[src/rtl/psr_pkg.sv]
package psr_pkg;
   typedef enum logic [2:0] {
      ST_IDLE,
      ST_DRAIN,
      ST_HOLD,
      ST_ASSERTED,
      ST_RELEASE
   } psr_state_e;

   localparam int REQ_BIT = 0;
   localparam int ACK_BIT = 1;
endpackage

[src/rtl/psr_txn_counter.sv]
module psr_txn_counter #(
   parameter int CNT_W = 6
) (
   input  logic             clk,
   input  logic             rst_n,
   input  logic             inc,
   input  logic             dec,
   output logic [CNT_W-1:0] count,
   output logic             empty
);
   localparam logic [CNT_W-1:0] CNT_MAX = '1;

   always_ff @(posedge clk) begin
      if (!rst_n)              count <= '0;
      else if (inc && !dec)    count <= count + 1'b1;
      else if (dec && !inc)    count <= count - 1'b1;
   end

   assign empty = (count == '0);

   // completions never exceed issues (input assumption)
   assert_no_underflow_R3: assert property (@(posedge clk) disable iff (!rst_n)
      (count == '0) |-> !(dec && !inc));
   assert_no_overflow_R3: assert property (@(posedge clk) disable iff (!rst_n)
      (count == CNT_MAX) |-> !(inc && !dec));
endmodule

[src/rtl/psr_cycle_timer.sv]
module psr_cycle_timer #(
   parameter int TMR_W = 4
) (
   input  logic             clk,
   input  logic             rst_n,
   input  logic             load,
   input  logic [TMR_W-1:0] load_val,
   output logic             zero
);
   logic [TMR_W-1:0] val;

   always_ff @(posedge clk) begin
      if (!rst_n)          val <= '0;
      else if (load)       val <= load_val;
      else if (val != '0)  val <= val - 1'b1;
   end

   assign zero = (val == '0);
endmodule

[src/rtl/psr_seq_fsm.sv]
module psr_seq_fsm
   import psr_pkg::*;
#(
   parameter int MIN_WIDTH   = 8,
   parameter int EXIT_CYCLES = 5,
   parameter int TMR_W       = 4
) (
   input  logic             clk,
   input  logic             rst_n,
   input  logic             req,
   input  logic             drained,
   input  logic             tmr_zero,
   output logic             tmr_load,
   output logic [TMR_W-1:0] tmr_val,
   output logic             ack,
   output logic             port_rst,
   output logic             port_en
);
   localparam logic [TMR_W-1:0] HOLD_LOAD = TMR_W'(MIN_WIDTH - 1);
   localparam logic [TMR_W-1:0] EXIT_LOAD = TMR_W'(EXIT_CYCLES - 1);

   psr_state_e state, state_nx;

   always_ff @(posedge clk) begin
      if (!rst_n) state <= ST_IDLE;
      else        state <= state_nx;
   end

   always_comb begin
      state_nx = state;
      tmr_load = 1'b0;
      tmr_val  = HOLD_LOAD;
      case (state)
         ST_IDLE:
            if (req) state_nx = ST_DRAIN;
         ST_DRAIN:
            if (drained) begin
               state_nx = ST_HOLD;
               tmr_load = 1'b1;
               tmr_val  = HOLD_LOAD;
            end
         ST_HOLD:
            if (tmr_zero) begin
               if (req) state_nx = ST_ASSERTED;
               else begin
                  state_nx = ST_RELEASE;
                  tmr_load = 1'b1;
                  tmr_val  = EXIT_LOAD;
               end
            end
         ST_ASSERTED:
            if (!req) begin
               state_nx = ST_RELEASE;
               tmr_load = 1'b1;
               tmr_val  = EXIT_LOAD;
            end
         ST_RELEASE:
            if (tmr_zero) state_nx = ST_IDLE;
         default:
            state_nx = ST_IDLE;
      endcase
   end

   assign ack      = (state == ST_ASSERTED) || (state == ST_RELEASE);
   assign port_rst = (state != ST_IDLE);
   assign port_en  = (state == ST_IDLE);

   // acknowledge is only ever raised by the sequencer leaving the hold phase
   assert_ack_from_hold_R8: assert property (@(posedge clk) disable iff (!rst_n)
      $rose(ack) |-> $past(state) == ST_HOLD);
   assert_rst_ack_fall_R6: assert property (@(posedge clk) disable iff (!rst_n)
      $fell(ack) |-> $fell(port_rst));
endmodule

[src/rtl/port_softrst_ctrl.sv]
module port_softrst_ctrl
   import psr_pkg::*;
#(
   parameter int CTL_W       = 2,
   parameter int CNT_W       = 6,
   parameter int MIN_WIDTH   = 8,
   parameter int EXIT_CYCLES = 5
) (
   input  logic             clk,
   input  logic             rst_n,
   input  logic             ctl_wr,
   input  logic [CTL_W-1:0] ctl_wdata,
   output logic [CTL_W-1:0] ctl_rdata,
   input  logic             txn_issue,
   input  logic             txn_done,
   output logic             port_en,
   output logic             port_rst
);
   localparam int MAXV  = (MIN_WIDTH > EXIT_CYCLES) ? MIN_WIDTH : EXIT_CYCLES;
   localparam int TMR_W = $clog2(MAXV + 1);
   localparam int RUN_W = $clog2(MIN_WIDTH + 1);

   if (CTL_W < 2)       begin : g_bad_ctl  $error("CTL_W must be at least 2"); end
   if (CNT_W < 1)       begin : g_bad_cnt  $error("CNT_W must be at least 1"); end
   if (MIN_WIDTH < 1)   begin : g_bad_min  $error("MIN_WIDTH must be at least 1"); end
   if (EXIT_CYCLES < 1) begin : g_bad_exit $error("EXIT_CYCLES must be at least 1"); end

   logic             req_q;
   logic             ack;
   logic             drained;
   logic [CNT_W-1:0] outstanding;
   logic             tmr_load, tmr_zero;
   logic [TMR_W-1:0] tmr_val;
   logic             unused_wbits;

   always_ff @(posedge clk) begin
      if (!rst_n)      req_q <= 1'b0;
      else if (ctl_wr) req_q <= ctl_wdata[REQ_BIT];
   end
   assign unused_wbits = &{1'b0, ctl_wdata};

   psr_txn_counter #(.CNT_W(CNT_W)) i_cnt (
      .clk(clk), .rst_n(rst_n), .inc(txn_issue), .dec(txn_done),
      .count(outstanding), .empty(drained));

   psr_cycle_timer #(.TMR_W(TMR_W)) i_tmr (
      .clk(clk), .rst_n(rst_n), .load(tmr_load), .load_val(tmr_val),
      .zero(tmr_zero));

   psr_seq_fsm #(.MIN_WIDTH(MIN_WIDTH), .EXIT_CYCLES(EXIT_CYCLES),
                 .TMR_W(TMR_W)) i_fsm (
      .clk(clk), .rst_n(rst_n), .req(req_q), .drained(drained),
      .tmr_zero(tmr_zero), .tmr_load(tmr_load), .tmr_val(tmr_val),
      .ack(ack), .port_rst(port_rst), .port_en(port_en));

   for (genvar b = 0; b < CTL_W; b++) begin : g_rd
      if (b == REQ_BIT)      begin : g_req assign ctl_rdata[b] = req_q; end
      else if (b == ACK_BIT) begin : g_ack assign ctl_rdata[b] = ack;   end
      else                   begin : g_pad assign ctl_rdata[b] = 1'b0;  end
   end

   // run length of the current reset pulse, saturating at MIN_WIDTH
   logic [RUN_W-1:0] rst_run;
   always_ff @(posedge clk) begin
      if (!rst_n || !port_rst)                 rst_run <= '0;
      else if (rst_run != RUN_W'(MIN_WIDTH))   rst_run <= rst_run + 1'b1;
   end

   assert_start_R2: assert property (@(posedge clk) disable iff (!rst_n)
      $rose(req_q) |=> port_rst);
   assert_ack_needs_drain_R3: assert property (@(posedge clk) disable iff (!rst_n)
      $rose(ack) |-> (outstanding == '0));
   assert_min_width_R4: assert property (@(posedge clk) disable iff (!rst_n)
      $rose(ack) |-> (rst_run >= RUN_W'(MIN_WIDTH)));
   assert_ack_fall_R5: assert property (@(posedge clk) disable iff (!rst_n)
      $fell(ack) |-> !$past(req_q));
   assert_no_issue_blocked_R7: assert property (@(posedge clk) disable iff (!rst_n)
      !port_en |-> !txn_issue);
endmodule

[config.mk]
export PLATFORM = sky130hd
export DESIGN_NAME = port_softrst_ctrl
export DESIGN_NICKNAME = d
export VERILOG_FILES = /design/src/rtl/psr_pkg.sv /design/src/rtl/psr_txn_counter.sv /design/src/rtl/psr_cycle_timer.sv /design/src/rtl/psr_seq_fsm.sv /design/src/rtl/port_softrst_ctrl.sv
export SDC_FILE = /design/constraint.sdc
export NUM_CORES = 1
export LEC_CHECK = 0
export ABC_AREA = 1
export BUFFER_PORTS_ARGS = -buffer_cell sky130_fd_sc_hd__buf_2
export CORE_ASPECT_RATIO = 1.25
export CORE_MARGIN = 2
export CORE_UTILIZATION = 35
export DETAILED_ROUTE_END_ITERATION = 8
export GPL_ROUTABILITY_DRIVEN = 0
export GPL_TIMING_DRIVEN = 0
export PLACE_DENSITY = 0.57
export SLEW_MARGIN = 0
export SYNTH_ARGS = -nofsm -noshare
export SYNTH_HDL_FRONTEND = slang
export SYNTH_SLANG_ARGS = --single-unit
[constraint.sdc]
create_clock -name clk -period 2.7 [get_ports clk]
set_clock_uncertainty 0.2 [all_clocks]
set_input_delay 0.54 -clock clk [delete_from_list [all_inputs] [get_ports clk]]
set_output_delay 0.54 -clock clk [all_outputs]
set_load 0.05 [all_outputs]
==> key figures <==
Floorplan
  • Core ar.: 0.00263 mm2
  • DIE AREA: 0.00312 mm2
  • Die W: 50.4 um
  • Die Y: 62.0 um
  • Row cnt: 21
  • # IOs: 11
  • Starting density of the core: 0.358

Clocking
  • Post-CTS Hold Fix Bufs: 0
  • Clock Latency Late Sink: 0.27 ns
  • CTS tree: done
  • # Post-CTS Setup Buffers: 0
  • Clock Path Buffers: 2
  • H-tree levels: 1
  • Worst-path clk slew: 0.08 ns
  • CTS buffer count: 3
  • # resized after CTS: 0
  • Clock root cell: clkbuf_4
  • Sink Count: 14

Setup path
  • Crit-path leading delay family: flip-flops
  • CP max-delay cell: dfxtp_1
  • Worst setup EP type: output pin
  • WP buf/inv: 3
  • Crit Reg-Reg Endpoint: i_tmr.val[2]
  • R2R setup slack: 1.05 ns
  • Worst r2r src: i_tmr.val[0]
  • Crit path from: i_fsm.state[1]
  • Worst EP arrival: 1.33 ns
  • Critical-path maximum fanout: 6
  • Critical path startpoint category: flip-flop
  • CP max stage delay: 0.46 ns
  • CP required: 1.96 ns
  • Critical path cell sequence: inv_2 -> nand3_1 -> nand2_1 -> buf_4 -> buf_2
  • R2R depth: 8
  • Worst setup path class: reg -> out

Timing
  • RSZ-0062 raised after global routing: no
  • Max frequency: 484 MHz
  • Worst-margin pin slew: 0.469 ns
  • Normalized max-slew margin: 0.687
  • Final setup fails: 0
  • Fin worst setup slack: 0.634 ns
  • Fin crit share: 0.765
  • Setup TNS: 0 ns
  • Worst hold slack: 0.293 ns
  • Final min period: 2.07 ns
  • Slew Viols, Final: 0
  • Final Hold Viols: 0

Worst hold path
  • Hold Path End: i_tmr.val[1]
  • WHS Path Cells: 2
  • Worst Hold Launch: i_tmr.val[1]
  • Hold Crit Class: reg -> reg

Synthesis
  • EDFF count, synth: 0
  • Synthesized area: 941 um2
  • Cell taking the most area after synthesis: dfxtp_1
  • Main synth FF type: dfxtp_1
  • Syn_nets: 153
  • Share of the synthesized area in the top cell type: 0.298
  • Mean post-synth cell area: 6.77 um2
  • Yosys warns: 0
  • Area contributors post-synth: dfxtp_1, nand2_1, ha_1
  • Async SR Flop Fraction: 0
  • Seq cells post-synth: 14
  • Post-synthesis cell count: 139
  • Yosys cell types: 25
  • Sequential-to-total area share from yosys stat: 0.298

Global route
  • Largest net degree at the start of global routing: 11
  • Total global routing overflow: 0
  • First-pass GRT wire length: 3.21 mm
  • Antenna violations before repair: 0
  • GRT Util Overall: 0.136
  • Vias in the first global route: 798

Place
  • Dpl ws: 0.478 ns
  • Port bufs: 9
  • Post-DP HPWL: 1.48 mm
  • Placed Cells: 182
  • Post-DP Area: 0.00103 mm2

Layout
  • Share of cells above drive strength 1: 0.172
  • Final std cells w/o fill: 185
  • Most frequent cells in the layout: nand2_1, inv_1, nor2_1
  • Finished layout cell area: 0.00105 mm2
  • Final net count: 167
  • Number of diodes: 0
  • Layout overhead on the synthesized area: 11.7%
  • Final core utilization: 0.400
  • Commonest non-fill, non-tap cell in the layout: nand2_1

Run
  • Max-Cap Viols: 0

Pwr
  • Leakage: 0.528 nW
  • Power Density: 937 mW/mm2
  • Tot Pwr: 985 uW
  • Worst VDD drop: 382 uV

Route
  • Vias per cell: 4.59
  • ANT nets after route: 0
  • Drt first pass iters: 4
  • Post-Route WL: 1.76 mm
  • Highest metal used: met4
  • Met1 Wirelength: 809 um
  • WL/cell: 9.52 um
  • Starting DRC count in detailed routing: 8
  • Met2 wire len: 900 um
  • DRC violations left: 0
  • Routed wl met3: 23 um
  • Via count: 850

Run status
  • Status: finished, final reports clean
[worst min-delay path, delay by kind of cell, from the launching register on]
family,cells,cell delay [ns]
simple gates,1,0.08
flops,1,0.31
compound gates,1,0.05
[registers in the layout, indices dropped and copies added, names as in the netlist]
| register | count |
|---|---|
| i_cnt.count | 6 |
| i_tmr.val | 4 |
| i_fsm.state | 3 |
| req_q | 1 |
[Yosys cell counts, types with 2 or more instances]
cell type,number
ha_1,6
nor3_2,2
o21ai_0,8
buf_4,2
inv_2,5
inv_1,20
dfxtp_1,14
xnor2_1,2
nand2_1,21
a21oi_1,11
nand3_1,11
xor2_1,3
nand4_1,3
nor2_1,20
[layout make-up]
class	instances	area [um2]
inverters	25	93.8
plain buffers	3	18.8
fillers	294	1580
clock buffers	3	22.5
repair buffers	9	45.0
flip-flops and latches	14	280
well taps	34	42.5
multi-input cells	97	548
[metal layers]
metal	GRT usage	up-vias
met4	0.0927	0
li1	-	472
met3	0.0144	2
met5	0	-
met2	0.254	7
met1	0.146	369
[kinds of logic after synthesis]
group	count (synthesis)	synth area share
xor+xnor	5	0.0466
buf+inv	28	0.120
flops	14	0.298
fa+ha+maj	7	0.101
compound gates	23	0.134
simple gates	62	0.301
[report_power, final]
group | leakage, nW | switching, mW | total (mW) | internal (mW)
Clock | 0.0138 | 0.0587 | 0.110 | 0.0515
Combinational | 0.398 | 0.365 | 0.562 | 0.197
Sequential | 0.116 | 0.0499 | 0.313 | 0.263
Total | 0.528 | 0.473 | 0.985 | 0.511
[worst max path at each step]
stage,endpoint,slack (ns),cells past startpoint
3_5_place_dp,i_cnt.count[3],0.48,10
6_report,ctl_rdata[1],0.63,5
5_1_grt,ctl_rdata[1],0.51,5
2_1_floorplan,port_rst,0.54,2
4_1_cts,ctl_rdata[1],0.61,5
3_3_place_gp,i_cnt.count[3],0.51,10
No activity file was read; power rests on OpenSTA's default activity.
